### config.mk
export PLATFORM = sky130hd
export DESIGN_NAME = eth_fcs_engine
export DESIGN_NICKNAME = d
export VERILOG_FILES = /design/src/rtl/eth_fcs_engine.sv
export SDC_FILE = /design/constraint.sdc
export NUM_CORES = 1
export LEC_CHECK = 0
export BUFFER_PORTS_ARGS = -buffer_cell sky130_fd_sc_hd__buf_2
export CORE_ASPECT_RATIO = 1.1
export CORE_UTILIZATION = 34
export DETAILED_ROUTE_END_ITERATION = 8
export GPL_TIMING_DRIVEN = 0
export SLEW_MARGIN = 20
export SYNTH_ARGS = -nofsm -noshare
export SYNTH_HDL_FRONTEND = slang
export SYNTH_SLANG_ARGS = --single-unit
export TNS_END_PERCENT = 100
### constraint.sdc
create_clock -name clk -period 4.09 [get_ports clk]
set_input_delay 0.2045 -clock clk [delete_from_list [all_inputs] [get_ports clk]]
set_output_delay 0.2045 -clock clk [all_outputs]
set_load 0.005 [all_outputs]
### src/rtl/eth_fcs_engine.sv
module eth_fcs_engine #(
  parameter logic [31:0] POLY    = 32'h04C1_1DB7,
  parameter logic [31:0] GOOD    = 32'hC704_DD7B,
  parameter int          DW      = 8,
  parameter int          NBYTES  = 4
) (
  input  logic          clk,
  input  logic          rst_n,
  input  logic          sof,
  input  logic          eof,
  input  logic          din_valid,
  input  logic [DW-1:0] din,
  output logic [31:0]   fcs_word,
  output logic [7:0]    fcs_byte,
  output logic          fcs_byte_valid,
  output logic          crc_ok
);
  localparam int CW = $clog2(NBYTES + 1);

  logic [31:0] crc_q, crc_d, seed;
  logic [CW-1:0] left_q;
  logic [CW-1:0] pos;

  function automatic logic [31:0] absorb(input logic [31:0] c, input logic [DW-1:0] d);
    logic fb;
    for (int i = 0; i < DW; i++) begin
      fb = c[31] ^ d[i];
      c  = {c[30:0], 1'b0};
      if (fb) c = c ^ POLY;
    end
    return c;
  endfunction

  assign seed  = sof ? '1 : crc_q;
  assign crc_d = absorb(seed, din);

  generate
    for (genvar i = 0; i < 32; i++) begin : g_rev
      assign fcs_word[i] = ~crc_q[31-i];
    end
  endgenerate

  assign fcs_byte_valid = (left_q != '0);
  assign pos            = CW'(NBYTES) - left_q;
  assign fcs_byte       = fcs_byte_valid ? fcs_word[pos[1:0]*8 +: 8] : 8'h00;

  always_ff @(posedge clk or negedge rst_n) begin
    if (!rst_n) begin
      crc_q  <= '1;
      left_q <= '0;
      crc_ok <= 1'b0;
    end else if (din_valid) begin
      crc_q  <= crc_d;
      left_q <= eof ? CW'(NBYTES) : '0;
      crc_ok <= eof && (crc_d == GOOD);
    end else if (left_q != '0) begin
      left_q <= left_q - 1'b1;
    end
  end


  hold_when_idle_chk: assert property (@(posedge clk) disable iff (!rst_n)
    !din_valid |=> $stable(fcs_word));


  stream_start_chk: assert property (@(posedge clk) disable iff (!rst_n)
    (din_valid && eof) |=> (fcs_byte_valid && fcs_byte == fcs_word[7:0]));


  stream_cancel_chk: assert property (@(posedge clk) disable iff (!rst_n)
    (din_valid && !eof) |=> (!fcs_byte_valid && !crc_ok));


  ok_means_residue_chk: assert property (@(posedge clk) disable iff (!rst_n)
    crc_ok |-> (crc_q == GOOD));


  ok_rise_after_eof_chk: assert property (@(posedge clk) disable iff (!rst_n)
    $rose(crc_ok) |-> $past(din_valid && eof));
endmodule

# Word level (Yosys, flattened, before mapping)
# Cells that the tools add are included.
[word_totals]
ff_bits = 36
in_bits = 13
out_inout_bits = 42
elab_cells = 71
[op_classes]
addsub = 2
eq_ne = 1
n_shift = 1
muxes = 13
bitwise = 48
n_reduce_logical = 3
[ops]
columns = ["op", "n"]
rows = [
  ["27-bit 2-to-1 mux", 8],
  ["14-bit inverter", 8],
  ["32-bit equality test (second input constant)", 1],
  ["32-bit 2-to-1 mux", 1],
  ["1-bit inverter", 32],
  ["32-bit by 6-bit variable part select with 8-bit output", 1],
  ["3-bit 2-to-1 mux", 3],
  ["8-bit 2-to-1 mux", 1],
  ["1-bit XOR", 8],
  ["3-bit nonzero test", 1],
  ["3-bit by 1-bit subtractor with 3-bit output (second input constant)", 1],
  ["2-bit nonzero test", 1],
  ["1-bit by 2-bit subtractor with 2-bit output (first input constant)", 1],
  ["1-bit logical AND", 1],
]

# Logic depth before layout (Yosys ltp)
# Gate-level depths: netlist (run 1).
[logic_depth]
word_depth = 19
ltp_mapped = 12
depth_no_buf = 10

# Least setup slack after synthesis (run 1)
# Ideal clock, no wire load.
[synth_path]
path_kind = "register to register"
startpoint = "reg crc_q[26]"
endpoint = "reg crc_ok"
setup_ns = 0.092
t_arrival_ns = 2.593
t_required_ns = 3.998
path_slack_ns = 1.405
path_stages_with_launch = 9
n_path_buf = 1
synth_period_minus_slack_ns = 2.685
path_cell_list = "dfstp_2 -> buf_2 -> nor2_1 -> xnor2_1 -> xnor3_1 -> xnor3_1 -> xnor2_1 -> a2111o_1 -> o31ai_2"
[synth_between]
elab_chain_len = 9
[synth_rtl]
columns = ["item", "line", "source"]
rows = [
  ["from (decl)", "20", "logic [31:0] crc_q, crc_d, seed;"],
  ["from (signal assigned)", "53", "crc_q <= crc_d;"],
  ["32-bit 2-to-1 mux *", "34", "assign seed = sof ? '1 : crc_q;"],
  ["1-bit XOR *", "27", "fb = c[31] ^ d[i];"],
  ["27-bit 2-to-1 mux *", "29", "if (fb) c = c ^ POLY;"],
  ["14-bit inverter (no line)", "--", ""],
  ["27-bit 2-to-1 mux", "29", ""],
  ["14-bit inverter (no line)", "--", ""],
  ["27-bit 2-to-1 mux", "29", ""],
  ["32-bit equality test *", "55", "crc_ok <= eof && (crc_d == GOOD);"],
  ["1-bit logical AND *", "55", ""],
  ["to (signal assigned)", "55", ""],
  ["to (decl)", "16", "output logic crc_ok"],
]
# Mark *: on every way between the ends. The rest lies on a longest branch, timed or not.
# A chain may end at the register's enable or synchronous reset.

# Worst setup path in the final report (run 1)
[layout_path]
startpoint = "reg left_q[0]"
endpoint = "out fcs_byte[5]"
[layout_between]
elab_chain_len = 3
elab_cells_between_ends = 4
classes_between = "add/sub (1); shift (1); mux (1); reduce/logical (1)"
[layout_rtl]
columns = ["item", "line", "source"]
rows = [
  ["from (decl)", "21", "logic [CW-1:0] left_q;"],
  ["from (signal assigned)", "54", "left_q <= eof ? CW'(NBYTES) : '0;"],
  ["from (signal assigned)", "57", "left_q <= left_q - 1'b1;"],
  ["1-bit by 2-bit subtractor with 2-bit output", "44", "assign pos = CW'(NBYTES) - left_q;"],
  ["32-bit by 6-bit variable part select with 8-bit output", "45", "assign fcs_byte = fcs_byte_valid ? fcs_word[pos[1:0]*8 +: 8] : 8'h00;"],
  ["8-bit 2-to-1 mux *", "45", ""],
  ["to (decl)", "14", "output logic [7:0] fcs_byte,"],
]
# Marked as above.

==> metrics.yaml, run 1 <==
sta:
  setup_viol: 0
  clock_skew_ps: 12.6
  maxSlewHeadroom: 0.445
  slew_viol_final: 0
  post-route-min-period_ps: 3440
  fin_ws_ps: 648
  finalCritPeriodShare: 0.841
  final-hold-violation-count: 4
  tns_ps: 0
  max_freq_ghz: 0.291
  worstMarginPinSlew_ps: 832
  grt_setup_unrepaired: "false"
  whs_ps: -10.5
grt:
  grt_pass1_vias: 3014
  use_met3: 0.0336
  grt_pass1_wl_um: 17500
  grt.total_usage: 0.222
  antenna_found_initial: 0
  use_met1: 0.292
  use_met2: 0.369
  overflow: 0
  grt_max_degree: 37
  top_usage_layer: "met2"
cells_and_area:
  layout_common_cells: "xnor2_1 (64), buf_2 (60), nor2_1 (57), inv_1 (39), dfstp_2 (32)"
  fillers: 1028
  layout.nets: 478
  areaGrowthSynthToFinish_pct: 14.4
  final_common_cell: "xnor2_1"
  finish.utilization: 0.404
  multi_input_area_um2: 2280
  instances_no_fill: 583
  diodes: 0
  final_layout_size_suffix_gt1_frac: 0.259
  regArea_um2: 941
synth:
  synth.cell_area_um2: 3510
  ys_ff_latch: 36
  async_flop_share: 1.00
  synth-edff-count: 0
  synth-main-ff-cell: "dfstp_2"
  yosysWarnings: 0
  synth_cells: 406
  yosys.cell_types.count: 49
  synth_nets: 422
  syn_area_per_cell_um2: 8.64
  yosysSeqAreaShare: 0.268
placed_design:
  place_hpwl_um: 8630
  placed_cells: 575
  routabilityCongestion: 0.972
  place.port_buffers: 49
  pre_cts_ws_ps: 965
clocking:
  ctsResizeCount: 0
  cts_buffer_depth: 2
  numCtsBuffers: 5
  cts_setup_buffers: 0
  tritoncts: "done"
  root_buffer: "clkbuf_8"
  cts_sinks: 36
  cts_htree_levels: 2
  cts.hold.buffers_added: 0
  cts.clk_slew.worst_paths_ps: 90
  clk_latency_ps: 310
worst_setup_path:
  cp-start-kind: "flip-flop"
  arrival_ps: 3240
  path_max_fanout: 9
  crit_required_ps: 3890
  critPathKind: "reg2out"
  cp-end-kind: "output pin"
  rr_worst_depth: 8
detailed_routing:
  vias_per_cell: 5.50
  wl_um: 11500
  vias: 3207
  dr.pass1.iters: 5
  antenna_left: 0
  drt_iter0_drc: 229
  route.detailed.drc: 0
  post_drt_wl_per_cell_um: 19.6
power_and_ir_drop:
  p_leak_nw: 1.75
  p_sw_frac: 0.458
  pwr-share-clk: 0.086
  power_frac_seq: 0.213
  intPower_mw: 2.07
  p_comb_frac: 0.702
  vdd_drop_max_mv: 0.381
  cellPowerDensity_nw_per_um2: 952
  p_sw_mw: 1.75
floorplan:
  die_area_um2: 10700
  row_count: 38
  start_util: 0.353
  dieHeight_um: 109
  coreArea_um2: 9940
  num_io_pins: 55
  die_w_um: 98.9
worst_hold_path:
  worstHoldPathType: "in2async"
run_status:
  violations: "hold timing"
  status: "finished, violations left"
run:
  cap_viol_max_count: 0
==> synthesized netlist by cell type, drive strengths merged, types with 10 or more instances <==
library cell  count  area [um^2]
xor2             14          123
nor2             57          214
a21oi            16         80.1
inv              39          146
o21ai            27          135
buf              18          104
xnor2            65          577
nand2            21         78.8
nor3             10         50.1
dfstp            32          841
==> through the flow <==
| step | cell area (um^2) | hold slack [ps] | total power [mW] |
|---|---|---|---|
| 6_report | 4020 | -10.5 | 3.82 |
| 5_1_grt | 4020 | 37.7 | 4.09 |
| 3_5_place_dp | 3900 | 338 | 3.47 |
| 3_3_place_gp | 3900 | 341 | 3.45 |
| 2_1_floorplan | 3510 | -91.1 | 2.71 |
| 4_1_cts | 4020 | 9.93 | 3.82 |
==> final timing paths <==
kind,startpoint,endpoint,slack (ps)
worst max-delay path,left_q[0]$_DFFE_PN0P_,fcs_byte[5],650
min in group clk,eof,left_q[2]$_DFFE_PN0P_,160
worst min-delay path,rst_n,crc_ok$_DFFE_PN0P_,-10
worst max register to register,crc_q[26]$_DFFE_PN1P_,crc_ok$_DFFE_PN0P_,910
worst min register to register,crc_q[10]$_DFFE_PN1P_,crc_q[10]$_DFFE_PN1P_,510
max in group asynchronous,rst_n,left_q[2]$_DFFE_PN0P_,3600
==> registers in the layout, summed over array words and instances, names as in the netlist <==
register	flops
left_q	3
crc_q	32
crc_ok	1
==> critical path: stages, from the launching register on <==
cell and delay, ps:
dfrtp_1 330, clkbuf_1 620, inv_1 210, ha_1 340, clkbuf_1 580, mux4_2 580
nor2_1 120, buf_2 130
==> area by class of cell <==
| type | instances | share of cell area |
|---|---|---|
| Sequential cell | 36 | 0.234 |
| Tap cell | 120 | 0.0374 |
| Timing Repair Buffer | 49 | 0.0611 |
| Inverter | 39 | 0.0365 |
| Multi-Input combinational cell | 304 | 0.569 |
| Buffer | 27 | 0.0343 |
| Clock inverter | 3 | 0.0106 |
| Clock buffer | 5 | 0.0171 |
==> cell families (layout without fill, tap and decap cells) <==
kind of cell | Yosys count | after routing | share of synthesized area
flops | 36 | 36 | 0.268
fa+ha+maj | 3 | 3 | 0.0107
mux | 17 | 17 | 0.0788
buf+inv | 66 | 123 | 0.0810
xor+xnor | 89 | 89 | 0.264
compound gates | 80 | 80 | 0.151
simple gates | 115 | 115 | 0.147
==> layer usage <==
layer / vias to the layer above / part of all wire
met4: 0 / 0.029
li1: 1485 / -
met1: 1539 / 0.45
met5: - / 0
met3: 30 / 0.054
met2: 153 / 0.47
==> power groups by stage <==
stage | clock network, mW | registers, mW | logic [mW]
floorplan | 0 | 0.749 | 1.96
global placement | 0 | 0.810 | 2.64
detailed placement | 0 | 0.819 | 2.65
CTS | 0.335 | 0.812 | 2.68
global route | 0.346 | 0.838 | 2.91
finish | 0.328 | 0.812 | 2.68
Note: power is estimated with default switching activity, not from simulation.
==> run 2: changes to the inputs <==
==> constraint.sdc (replaced) <==
create_clock -name clk -period 2.83 [get_ports clk]
set_input_delay 0.1415 -clock clk [delete_from_list [all_inputs] [get_ports clk]]
set_output_delay 0.1415 -clock clk [all_outputs]
set_load 0.005 [all_outputs]
==> metrics.yaml, run 2 (synthesis results as in run 1) <==
run_status:
  status: "finished clean"
detailed_routing:
  wl_met2_um: 5470
  wl_um: 11600
  drt-met1-wl_um: 5000
  antenna_left: 0
  top_layer: "met4"
  vias: 3242
  post_drt_wl_per_cell_um: 19.7
  drt_iter0_drc: 180
  dr.pass1.iters: 5
  wl_met3_um: 772
  vias_per_cell: 5.49
  route.detailed.drc: 0
worst_setup_path:
  rr_startpoint: "crc_q[30]$_DFFE_PN1P_"
  rrSetupSlack_ps: 30
  rr_endpoint: "crc_ok$_DFFE_PN0P_"
  rr_worst_depth: 8
  path_max_fanout: 3
  cp-end-kind: "flip-flop"
  critPathKind: "reg2reg"
  crit_required_ps: 3040
  arrival_ps: 3010
  cp-start-kind: "flip-flop"
sta:
  maxSlewHeadroom: 0.472
  grt_setup_unrepaired: "true"
  final-hold-violation-count: 0
  whs_ps: 99.2
  setup_viol: 0
  post-route-min-period_ps: 2800
  slew_viol_final: 0
  worstMarginPinSlew_ps: 792
  tns_ps: 0
  finalCritPeriodShare: 0.988
  clock_skew_ps: 13.2
  max_freq_ghz: 0.358
grt:
  grt_pass1_vias: 3061
  grt_pass1_wl_um: 17800
  overflow: 0
  grt_max_degree: 37
  grt.total_usage: 0.225
  antenna_found_initial: 0
floorplan:
  num_io_pins: 55
  die_w_um: 98.9
  coreArea_um2: 9940
  dieHeight_um: 109
  die_area_um2: 10700
  row_count: 38
  start_util: 0.353
cells_and_area:
  largest_reg_flops: 32
  layout.nets: 486
  diodes: 0
  fin_area_um2: 4210
  largest-register: "crc_q"
  largestRegisters: "crc_q (32), left_q (3), crc_ok (1)"
  final_common_cell: "xnor2_1"
  areaGrowthSynthToFinish_pct: 19.9
  final_layout_size_suffix_gt1_frac: 0.310
  instances_no_fill: 591
  layout_common_cells: "xnor2_1 (59), buf_2 (57), nor2_1 (57), inv_1 (39), dfstp_2 (31)"
clocking:
  cts_buffer_depth: 2
  tritoncts: "done"
  cts_sinks: 36
  clk_latency_ps: 310
  cts_htree_levels: 2
  root_buffer: "clkbuf_8"
  cts.clk_slew.worst_paths_ps: 90
  numCtsBuffers: 5
placed_design:
  place.port_buffers: 49
  routabilityCongestion: 0.972
  place_hpwl_um: 8630
  placed_area_um2: 3900
  placed_cells: 575
run:
  cap_viol_max_count: 0
power_and_ir_drop:
  cellPowerDensity_nw_per_um2: 1370
  fin_total_pwr_mw: 5.78
  vdd_drop_max_mv: 0.575
  p_leak_nw: 1.84
worst_hold_path:
  min_to: "left_q[2]$_DFFE_PN0P_"
  hold_depth: 3
  hp-start: "eof"
  worstHoldPathType: "in2reg"
run 2: through the flow:
stage / worst slack (ps) / utilization
after floorplan: 145 / -
after global placement: -355 / 0.393
after detailed placement: -274 / 0.393
after CTS: 1.35 / 0.415
after global routing: -63.0 / 0.423
final: 34.0 / 0.423
run 2: final cells by class:
cell class              instances  area, um^2
inverters                      39         146
clock inverters                 3        42.5
multi-input cells             304        2380
plain buffers                  22         131
clock buffers                   5        68.8
repair buffers                 62         345
fillers                      1014        5730
well taps                     120         150
flip-flops and latches         36         946
run 2: how the worst max path moves through the flow:
stage / cells after the start / to / from / slack (ps)
after detailed placement: 8 / crc_ok$_DFFE_PN0P_ / crc_q[26]$_DFFE_PN1P_ / -270
after CTS: 8 / crc_ok$_DFFE_PN0P_ / crc_q[27]$_DFFE_PN1P_ / 1
final: 8 / crc_ok$_DFFE_PN0P_ / crc_q[30]$_DFFE_PN1P_ / 30
after global routing: 8 / crc_ok$_DFFE_PN0P_ / crc_q[26]$_DFFE_PN1P_ / -60
after global placement: 8 / crc_ok$_DFFE_PN0P_ / crc_q[26]$_DFFE_PN1P_ / -350
after floorplan: 8 / crc_ok$_DFFE_PN0P_ / crc_q[26]$_DFFE_PN1P_ / 140
run 2: worst max-delay path: stages (launching register included):
cell,delay (ps)
dfstp_2,580
buf_4,150
xnor2_2,80
o21a_1,210
a211o_1,290
a211o_1,340
a2111o_1,450
a2111o_1,390
o31ai_2,220
run 2: repair_timing:
item	in CTS	in global routing
gates resized for setup	14	11
pin swaps	4	4
hold buffers	1	0
setup endpoints to repair	9	5
hold endpoints to repair	4	0
gates cloned	0	0
setup buffers	8	4
run 2: metal layers:
layer,GRT usage,vias to the layer above
li1,-,1502
met1,0.289,1571
met2,0.379,132
met3,0.0394,37
met4,0.0874,0
met5,0,-
run 2: power breakdown:
group	internal [mW]	total, mW	switching [mW]
sequential	0.938	1.28	0.342
clock	0.261	0.473	0.212
combinational	1.97	4.03	2.06
total	3.17	5.78	2.61
==> run 3: changes to the inputs <==
--- a/config.mk
+++ b/config.mk
@@ -10,6 +10,7 @@
 export CORE_UTILIZATION = 34
 export DETAILED_ROUTE_END_ITERATION = 8
 export GPL_TIMING_DRIVEN = 0
+export RECOVER_POWER = 50
 export SLEW_MARGIN = 20
 export SYNTH_ARGS = -nofsm -noshare
 export SYNTH_HDL_FRONTEND = slang
==> metrics.yaml, run 3 (synthesis results as in run 1) <==
sta:
  maxSlewHeadroom: -0.284
  clock_skew_ps: 11.8
  grt_setup_unrepaired: "true"
  finalCritPeriodShare: 0.990
  setup_viol: 0
  max_freq_ghz: 0.357
  slew_viol_final: 37
  whs_ps: 97.5
  post-route-min-period_ps: 2800
  final-hold-violation-count: 0
  worstMarginPinSlew_ps: 1930
worst_setup_path:
  path_max_fanout: 3
  rrSetupSlack_ps: 30
  rr_worst_depth: 8
  rr_endpoint: "crc_ok$_DFFE_PN0P_"
  crit_required_ps: 3050
  cp-start-kind: "flip-flop"
  critPathKind: "reg2reg"
  arrival_ps: 3020
  cp-end-kind: "flip-flop"
  rr_startpoint: "crc_q[30]$_DFFE_PN1P_"
detailed_routing:
  route.detailed.drc: 0
  vias_per_cell: 5.47
  dr.pass1.iters: 5
  vias: 3233
  drt_iter0_drc: 176
  post_drt_wl_per_cell_um: 19.7
  antenna_left: 0
  wl_um: 11600
cells_and_area:
  final_layout_size_suffix_gt1_frac: 0.285
  largest-register: "crc_q"
  fillers: 1015
  largestRegisters: "crc_q (32), left_q (3), crc_ok (1)"
  final_common_cell: "xnor2_1"
  layout.nets: 486
  finish.utilization: 0.423
  regArea_um2: 946
  diodes: 0
  multi_input_area_um2: 2380
  fin_area_um2: 4210
  layout_common_cells: "xnor2_1 (59), nor2_1 (57), buf_2 (56), inv_1 (39), o21ai_0 (23)"
  instances_no_fill: 591
  areaGrowthSynthToFinish_pct: 19.9
  largest_reg_flops: 32
clocking:
  cts_sinks: 36
  cts.clk_slew.worst_paths_ps: 90
  root_buffer: "clkbuf_8"
  cts_htree_levels: 2
  tritoncts: "done"
  clk_latency_ps: 310
  numCtsBuffers: 5
  cts_buffer_depth: 2
grt:
  antenna_found_initial: 0
  grt_max_degree: 37
  grt_pass1_wl_um: 17800
  grt.total_usage: 0.225
  overflow: 0
  grt_pass1_vias: 3061
floorplan:
  row_count: 38
  start_util: 0.353
  dieHeight_um: 109
  num_io_pins: 55
  die_area_um2: 10700
  die_w_um: 98.9
  coreArea_um2: 9940
run_status:
  violations: "capacitance limit, slew limit"
  status: "finished, violations left"
placed_design:
  place.port_buffers: 49
  placed_area_um2: 3900
  place_hpwl_um: 8630
  routabilityCongestion: 0.972
  placed_cells: 575
power_and_ir_drop:
  p_leak_nw: 1.83
  vdd_drop_max_mv: 0.576
  fin_total_pwr_mw: 5.76
  cellPowerDensity_nw_per_um2: 1370
worst_hold_path:
  hp-start: "eof"
  worstHoldPathType: "in2reg"
  min_to: "left_q[2]$_DFFE_PN0P_"
  hold_depth: 3
run:
  cap_viol_max_count: 1
## run 3: critical path, cell delays in order, from the launching register on
cell,delay [ps]
dfstp_2,580
buf_4,150
xnor2_2,80
o21a_1,210
a211o_1,290
a211o_1,350
a2111o_1,450
a2111o_1,390
o31ai_2,220
## run 3: repair_timing
action                     4_1_cts  5_1_grt
hold endpoints to repair         4        0
hold buffers                     1        0
gates cloned                     0        0
pin swaps                        4        4
setup endpoints to repair        9        5
resized for setup               14       11
buffers inserted                 8        4
## run 3: metrics by stage
stage / setup WS, ps / setup TNS (ps)
after floorplan: 145 / 0
after global placement: -355 / -791
after detailed placement: -274 / -1230
after CTS: 1.35 / 0
after global routing: -63.0 / -63.0
final: 27.6 / 0
## run 3: worst max-delay path by stage
stage	slack, ps	end	depth (start not counted)	startpoint
after CTS	1	crc_ok$_DFFE_PN0P_	8	crc_q[27]$_DFFE_PN1P_
final	30	crc_ok$_DFFE_PN0P_	8	crc_q[30]$_DFFE_PN1P_
after floorplan	140	crc_ok$_DFFE_PN0P_	8	crc_q[26]$_DFFE_PN1P_
after global routing	-60	crc_ok$_DFFE_PN0P_	8	crc_q[26]$_DFFE_PN1P_
after global placement	-350	crc_ok$_DFFE_PN0P_	8	crc_q[26]$_DFFE_PN1P_
after detailed placement	-270	crc_ok$_DFFE_PN0P_	8	crc_q[26]$_DFFE_PN1P_
## run 3: per-layer routing
layer,global-route usage,wire [um],up-vias
met3,0.0394,717,36
met2,0.379,5490,129
li1,-,-,1496
met1,0.289,5020,1572
met5,0,0,-
met4,0.0874,400,0
## run 3: where the power goes
group	internal [mW]	total, mW	switching, mW
logic	1.97	4.02	2.06
clock network	0.261	0.475	0.214
registers	0.914	1.26	0.342
## run 3: final cells by class
type	instances	area share
buffer	22	0.0312
clock buffer	5	0.0164
clock inverter	3	0.0101
inverter	39	0.0348
multi-input combinational	304	0.565
sequential	36	0.225
tap	120	0.0357
timing repair buffer	62	0.0818
